**config.mk**
```make
export PLATFORM = sky130hd
export DESIGN_NAME = supv_reset_ctrl
export DESIGN_NICKNAME = d
export VERILOG_FILES = /design/src/rtl/supv_pkg.sv /design/src/rtl/supv_sync.sv /design/src/rtl/supv_glitch.sv /design/src/rtl/supv_watchdog.sv /design/src/rtl/supv_timeout.sv /design/src/rtl/supv_reset_ctrl.sv
export SDC_FILE = /design/constraint.sdc
export NUM_CORES = 1
export LEC_CHECK = 0
export ABC_CLOCK_PERIOD_IN_PS = 2310
export BUFFER_PORTS_ARGS = -buffer_cell sky130_fd_sc_hd__buf_4
export CORE_MARGIN = 2
export CORE_UTILIZATION = 57
export CTS_CLUSTER_DIAMETER = 40
export DETAILED_ROUTE_END_ITERATION = 7
export PLACE_DENSITY_LB_ADDON = 0.15
export SLEW_MARGIN = 25
export SYNTH_ARGS = -nofsm -noshare
export SYNTH_HDL_FRONTEND = slang
export SYNTH_SLANG_ARGS = --single-unit
```
**constraint.sdc**
```tcl
create_clock -name clk -period 2.31 [get_ports clk]
set_input_delay 0.1155 -clock clk [delete_from_list [all_inputs] [get_ports clk]]
set_output_delay 0.1155 -clock clk [all_outputs]
set_load 0.1 [all_outputs]
```
**src/rtl/supv_pkg.sv**
```systemverilog
package supv_pkg;

    typedef enum logic {
        PH_RUN  = 1'b0,
        PH_HOLD = 1'b1
    } phase_e;

    typedef struct packed {
        logic below;
        logic sda;
        logic pin_lo;
        logic pin_hi;
    } sense_t;

    localparam int SENSE_W = $bits(sense_t);

    localparam sense_t SENSE_IDLE = '{below: 1'b0, sda: 1'b0, pin_lo: 1'b1, pin_hi: 1'b0};

    // width of a counter that must hold the values 0 .. n-1
    function automatic int cnt_width(input int n);
        return (n < 2) ? 1 : $clog2(n);
    endfunction

endpackage

```
**src/rtl/supv_sync.sv**
```systemverilog
module supv_sync #(
    parameter int             W       = 4,
    parameter int             STAGES  = 2,
    parameter logic [W-1:0]   RST_VAL = '0
) (
    input  logic         clk,
    input  logic         rst,
    input  logic [W-1:0] d,
    output logic [W-1:0] q
);
    logic [W-1:0] chain [STAGES];

    always_ff @(posedge clk) begin
        if (rst) begin
            for (int i = 0; i < STAGES; i++) chain[i] <= RST_VAL;
        end else begin
            chain[0] <= d;
            for (int i = 1; i < STAGES; i++) chain[i] <= chain[i-1];
        end
    end

    assign q = chain[STAGES-1];
endmodule

```
**src/rtl/supv_glitch.sv**
```systemverilog
module supv_glitch #(
    parameter int GLITCH_TICKS = 4
) (
    input  logic clk,
    input  logic rst,
    input  logic s,
    output logic flt
);
    import supv_pkg::*;
    localparam int CW = cnt_width(GLITCH_TICKS);
    localparam logic [CW-1:0] LAST = CW'(GLITCH_TICKS - 1);

    logic [CW-1:0] run;

    always_ff @(posedge clk) begin
        if (rst || !s) begin
            run <= '0;
            flt <= 1'b0;
        end else if (run == LAST) begin
            flt <= 1'b1;
        end else begin
            run <= run + 1'b1;
        end
    end


    rise_needs_high_chk: assert property (@(posedge clk) disable iff (rst)
        $rose(flt) |-> $past(s));
endmodule

```
**src/rtl/supv_watchdog.sv**
```systemverilog
module supv_watchdog #(
    parameter int WDOG_TICKS = 50
) (
    input  logic clk,
    input  logic rst,
    input  logic sda,
    input  logic hold,
    output logic bite
);
    import supv_pkg::*;
    localparam int CW = cnt_width(WDOG_TICKS);
    localparam logic [CW-1:0] LAST = CW'(WDOG_TICKS - 1);

    logic          prev;
    logic          primed;
    logic [CW-1:0] idle;
    logic          toggled;

    assign toggled = primed && (sda != prev);

    always_ff @(posedge clk) begin
        if (rst) begin
            prev   <= 1'b0;
            primed <= 1'b0;
            idle   <= '0;
            bite   <= 1'b0;
        end else begin
            prev   <= sda;
            primed <= 1'b1;
            bite   <= 1'b0;
            if (hold || toggled) begin
                idle <= '0;
            end else if (idle == LAST) begin
                idle <= '0;
                bite <= 1'b1;
            end else begin
                idle <= idle + 1'b1;
            end
        end
    end


    hold_clears_chk: assert property (@(posedge clk) disable iff (rst)
        hold |=> (idle == '0) && !bite);

    toggle_restarts_chk: assert property (@(posedge clk) disable iff (rst)
        toggled |=> (idle == '0));

    bite_single_chk: assert property (@(posedge clk) disable iff (rst)
        bite |=> !bite);
endmodule

```
**src/rtl/supv_timeout.sv**
```systemverilog
module supv_timeout #(
    parameter int HOLD_TICKS = 20
) (
    input  logic clk,
    input  logic rst,
    input  logic restart,
    output logic active
);
    import supv_pkg::*;
    localparam int CW = cnt_width(HOLD_TICKS);
    localparam logic [CW-1:0] LAST = CW'(HOLD_TICKS - 1);

    phase_e        phase;
    logic [CW-1:0] cnt;

    always_ff @(posedge clk) begin
        if (rst || restart) begin
            phase <= PH_HOLD;
            cnt   <= '0;
        end else if (phase == PH_HOLD) begin
            if (cnt == LAST) begin
                phase <= PH_RUN;
                cnt   <= '0;
            end else begin
                cnt <= cnt + 1'b1;
            end
        end
    end

    assign active = (phase == PH_HOLD);


    full_count_release_chk: assert property (@(posedge clk) disable iff (rst)
        $fell(active) |-> ($past(cnt) == LAST));

    restart_zero_chk: assert property (@(posedge clk) disable iff (rst)
        restart |=> active && (cnt == '0));
endmodule

```
**src/rtl/supv_reset_ctrl.sv**
```systemverilog
module supv_reset_ctrl #(
    parameter int GLITCH_TICKS = 5,
    parameter int HOLD_TICKS   = 10_000_000,
    parameter int WDOG_TICKS   = 80_000_000,
    parameter bit WDOG_EN      = 1'b1,
    parameter int SYNC_STAGES  = 2
) (
    input  logic clk,
    input  logic rst,
    input  logic below_i,
    input  logic sda_i,
    input  logic rst_lo_pin_i,
    input  logic rst_hi_pin_i,
    output logic rst_lo_drv_o,
    output logic rst_hi_drv_o
);
    import supv_pkg::*;
    localparam int BLANK = SYNC_STAGES + 1;
    localparam int BW    = cnt_width(BLANK + 1);

    sense_t raw, sensed;
    logic   flt, bite, active, restart, ext_req, pins_quiet;
    logic [BW-1:0] blank;

    assign raw = '{below: below_i, sda: sda_i, pin_lo: rst_lo_pin_i, pin_hi: rst_hi_pin_i};

    supv_sync #(.W(SENSE_W), .STAGES(SYNC_STAGES), .RST_VAL(SENSE_IDLE)) sync_i (
        .clk(clk), .rst(rst), .d(raw), .q(sensed)
    );

    supv_glitch #(.GLITCH_TICKS(GLITCH_TICKS)) glitch_i (
        .clk(clk), .rst(rst), .s(sensed.below), .flt(flt)
    );

    generate
        if (WDOG_EN) begin : g_wdog
            supv_watchdog #(.WDOG_TICKS(WDOG_TICKS)) wdog_i (
                .clk(clk), .rst(rst), .sda(sensed.sda), .hold(active), .bite(bite)
            );
        end else begin : g_no_wdog
            assign bite = 1'b0;
        end
    endgenerate

    // readback blanking: covers the drive period plus the synchronizer latency
    always_ff @(posedge clk) begin
        if (rst || active)    blank <= BW'(BLANK);
        else if (blank != '0) blank <= blank - 1'b1;
    end

    assign pins_quiet = !active && (blank == '0);
    assign ext_req    = pins_quiet && (!sensed.pin_lo || sensed.pin_hi);
    assign restart    = flt || ext_req || bite;

    supv_timeout #(.HOLD_TICKS(HOLD_TICKS)) tmo_i (
        .clk(clk), .rst(rst), .restart(restart), .active(active)
    );

    assign rst_lo_drv_o = active;
    assign rst_hi_drv_o = active;


    below_forces_chk: assert property (@(posedge clk) disable iff (rst)
        flt |=> active);

    bite_forces_chk: assert property (@(posedge clk) disable iff (rst)
        bite |=> active);

    no_self_retrigger_chk: assert property (@(posedge clk) disable iff (rst)
        $fell(active) |=> !ext_req);
endmodule

```
==> run_summary.xml <==
<?xml version="1.0" encoding="UTF-8"?>
<metrics>
  <group name="run_status">
    <metric name="status" unit="">complete, no violations</metric>
  </group>
  <group name="detailed_routing">
    <metric name="detailedRoute.firstPassIterationCount" unit="">4</metric>
    <metric name="wl_per_cell" unit="µm">12.75</metric>
    <metric name="via_count" unit="">2539</metric>
    <metric name="total_routed_wirelength" unit="mm">5.634</metric>
    <metric name="detailedRoute.firstIterationViolations" unit="">93</metric>
    <metric name="drt_drc_violations_left" unit="">0</metric>
    <metric name="via_count_normalized_by_instance_count" unit="">5.744</metric>
    <metric name="detail-route-antenna-nets" unit="">0</metric>
  </group>
  <group name="clocking">
    <metric name="htree_levels" unit="">3</metric>
    <metric name="worst_skew_pair.late_latency" unit="ns">0.34</metric>
    <metric name="clock_path_buffers" unit="">2</metric>
    <metric name="tritoncts_clock_tree" unit="">yes</metric>
    <metric name="clock_sink_count" unit="">69</metric>
    <metric name="worst_setup_hold_path_clk_slew" unit="ns">0.07</metric>
    <metric name="tritoncts.num_buffers" unit="">9</metric>
    <metric name="postCtsSetupRepairBufs" unit="">0</metric>
    <metric name="clockRootBuffer" unit="">sky130_fd_sc_hd__clkbuf_8</metric>
  </group>
  <group name="floorplanning">
    <metric name="die_width" unit="µm">77.71</metric>
    <metric name="start_util" unit="">0.5987</metric>
    <metric name="ioPinCount" unit="">8</metric>
    <metric name="dieHeight" unit="µm">77.71</metric>
    <metric name="die_area" unit="µm²">6038</metric>
    <metric name="coreArea" unit="µm²">5172</metric>
    <metric name="rows" unit="">26</metric>
  </group>
  <group name="sta">
    <metric name="hold_violations" unit="">0</metric>
    <metric name="rsz0062_at_grt" unit="">false</metric>
    <metric name="maxSlewHeadroom" unit="">0.6709</metric>
    <metric name="max_clock_freq" unit="MHz">478.6</metric>
    <metric name="period_minus_slack" unit="ns">2.090</metric>
    <metric name="skew" unit="ns">0.006805</metric>
    <metric name="whs" unit="ns">0.02139</metric>
    <metric name="maxSlewViolCount" unit="">0</metric>
    <metric name="max_slew.worst_pin.slew" unit="ns">0.4895</metric>
    <metric name="finalSetupViolCount" unit="">0</metric>
    <metric name="timing.final.crit_share" unit="">0.9046</metric>
    <metric name="final.setup.tns" unit="ns">0</metric>
  </group>
  <group name="logic_synthesis">
    <metric name="instance_count_of_the_mapped_netlist" unit="">356</metric>
    <metric name="mapped_nets" unit="">367</metric>
    <metric name="synth_seq_cells" unit="">69</metric>
    <metric name="synthesis.area_per_instance" unit="µm²">8.699</metric>
    <metric name="synth.yosys.seq_area_share" unit="">0.4461</metric>
    <metric name="synthesis_warning_total" unit="">0</metric>
    <metric name="mappedNetlistArea" unit="µm²">3097</metric>
    <metric name="netlist-cell-type-count" unit="">41</metric>
  </group>
  <group name="pwr">
    <metric name="power_frac_seq" unit="">0.542</metric>
    <metric name="p_sw_frac" unit="">0.2131</metric>
    <metric name="cellPowerDensity" unit="nW/µm²">645.5</metric>
    <metric name="comb_power_share" unit="">0.021</metric>
    <metric name="clock_power_share" unit="">0.437</metric>
    <metric name="power" unit="mW">2.231</metric>
    <metric name="p_int" unit="mW">1.755</metric>
    <metric name="switchingPower" unit="mW">0.4753</metric>
    <metric name="max_vdd_drop" unit="V">0.0005263</metric>
    <metric name="total_leakage_power" unit="nW">1.077</metric>
  </group>
  <group name="critical_path">
    <metric name="crit_fanout" unit="">11</metric>
    <metric name="critical_path_required" unit="ns">2.58</metric>
    <metric name="data_arrival_time_of_the_worst_path" unit="ns">2.36</metric>
    <metric name="start_kind" unit="">flop</metric>
    <metric name="critical_path.n_buffers_inverters" unit="">0</metric>
    <metric name="critical_path_class" unit="">flop to flop</metric>
    <metric name="critical-path-slowest-cell" unit="">sky130_fd_sc_hd__or4_4</metric>
    <metric name="timing.critical_path.max_delay_family" unit="">simple AND/OR/NAND/NOR gates</metric>
    <metric name="max_stage_delay" unit="ns">0.63</metric>
    <metric name="cell_chain_critical_path" unit="">ha_1 -&gt; nand3_4 -&gt; or4_4 -&gt; or4_1 -&gt; a21oi_1</metric>
    <metric name="crit_path_end_kind" unit="">flop</metric>
  </group>
  <group name="placement">
    <metric name="numPortBuffers" unit="">7</metric>
    <metric name="gp_routability_congestion" unit="">0.8059</metric>
    <metric name="placed_cells_incl_taps" unit="">422</metric>
    <metric name="hpwlAfterDp" unit="mm">3.804</metric>
  </group>
  <group name="global_routing">
    <metric name="number_of_global_route_vias_before_repair" unit="">2283</metric>
    <metric name="number_of_antenna_violations_at_the_first_check_in_global_routing" unit="">0</metric>
    <metric name="grt_start_max_net_pins" unit="">29</metric>
    <metric name="total_overflow_reported_by_the_global_router" unit="">0</metric>
    <metric name="wire_length_of_the_first_global_routing_pass" unit="mm">10.05</metric>
    <metric name="globalRouteTotalUtil" unit="">0.2070</metric>
  </group>
  <group name="final_layout">
    <metric name="antenna_cells_inserted" unit="">0</metric>
    <metric name="layout.cells.most_common" unit="">sky130_fd_sc_hd__dfxtp_1</metric>
    <metric name="layout_common_cells" unit="">sky130_fd_sc_hd__dfxtp_1 (68), sky130_fd_sc_hd__nand2_1 (30), sky130_fd_sc_hd__nor2_1 (21), sky130_fd_sc_hd__nand3_1 (20)</metric>
    <metric name="layoutNonFillerInstCount" unit="">442</metric>
    <metric name="final_nets" unit="">378</metric>
    <metric name="finalCoreUtilization" unit="">0.6681</metric>
    <metric name="area_growth" unit="%">11.60</metric>
    <metric name="final_layout_size_suffix_gt1_frac" unit="">0.1048</metric>
  </group>
  <group name="hold_path">
    <metric name="timing.hold.worst.class" unit="">input pin to flop</metric>
  </group>
  <group name="job">
    <metric name="maxCapViolCount" unit="">0</metric>
  </group>
</metrics>
[area by class of cell]
type	instances	area, µm²
multi-input cells	253	1579
repair buffers	18	145.1
inverters	16	60.06
clock inverters	5	60.06
flip-flops and latches	69	1383
clock buffers	11	141.4
fillers	408	1717
well taps	70	87.58
[sequential cells by signal, summed over array words and instances, names as in the netlist]
| register | count |
|---|---|
| g_wdog.wdog_i.idle | 27 |
| tmo_i.cnt | 24 |
| sync_i.chain | 8 |
| glitch_i.run | 3 |
| blank | 2 |
| g_wdog.wdog_i.bite | 1 |
| g_wdog.wdog_i.prev | 1 |
| g_wdog.wdog_i.primed | 1 |
| glitch_i.flt | 1 |
| tmo_i.active | 1 |
[repair_timing]
action,4_1_cts,5_1_grt
gates resized for setup,0,0
hold endpoints to repair,4,0
hold buffers,4,0
[Yosys cell counts (all sizes together)]
cell	n	area [µm²]
nand2	30	112.6
o21ai	16	80.08
o31a	1	8.760
nor3b	1	7.510
a211oi	12	90.09
inv	16	60.06
a31oi	2	12.51
nor2	21	78.83
a21oi	15	75.07
or3	16	100.1
clkbuf	10	37.54
xnor2	15	131.4
nand2b	1	6.260
or4	14	108.9
o22ai	1	6.260
nor2b	9	56.30
and4	4	35.03
dfxtp	69	1381
mux2	1	11.26
nor3	17	85.08
xor2	8	70.07
or4b	1	10.01
o31ai	13	97.59
and3	5	31.28
nor4	6	37.54
and4b	1	10.01
o211ai	1	7.510
nand3	22	127.6
a311oi	1	8.760
nand4	10	68.81
buf	8	48.80
nor4bb	1	10.01
nor4b	1	8.760
or2	2	12.51
ha	5	62.56
[cell families (layout without fill, tap and decap cells)]
kind of cell               after synthesis  after routing  synth area share
AOI/OAI and AO/OA                       62             62            0.1249
xor gates and xnor gates                23             23           0.06505
adders and majority gates                5              5           0.02020
buffers and inverters                   34             50           0.04728
DFF                                     69             69            0.4461
muxes                                    1              1          0.003636
and+or+nand+nor                        162            162            0.2929
[per-layer routing]
layer  share of wire  GRT usage
met4           0.012    0.06964
met5               0          0
met2            0.47     0.3310
met1            0.49     0.2639
met3           0.032    0.06628
[power groups by stage]
| stage | registers [mW] | clock network [mW] | logic, mW |
|---|---|---|---|
| floorplan | 1.24 | 0 | 0.0275 |
| global placement | 1.24 | 0 | 0.0396 |
| detailed placement | 1.24 | 0 | 0.0407 |
| CTS | 1.21 | 1.01 | 0.0462 |
| global route | 1.21 | 1.06 | 0.0516 |
| finish | 1.21 | 0.975 | 0.0462 |
[path summary, 6_finish.rpt]
check,endpoint,depth (start not counted),slack (ns),from
min,sync_i.chain[0][0],2,0.02,rst
max,tmo_i.cnt[22],5,0.22,tmo_i.cnt[0]
max reg2reg,tmo_i.cnt[22],5,0.22,tmo_i.cnt[0]
min reg2reg,sync_i.chain[0][5],1,0.42,sync_i.chain[0][1]
[stage by stage]
step           setup slack, ns  cell area, µm²
2_1_floorplan         0.005568            3098
3_3_place_gp            0.2804            3214
3_5_place_dp            0.2506            3214
4_1_cts                 0.2134            3456
5_1_grt                0.08301            3456
6_report                0.2204            3456
Note: power is estimated with default switching activity, not from simulation.
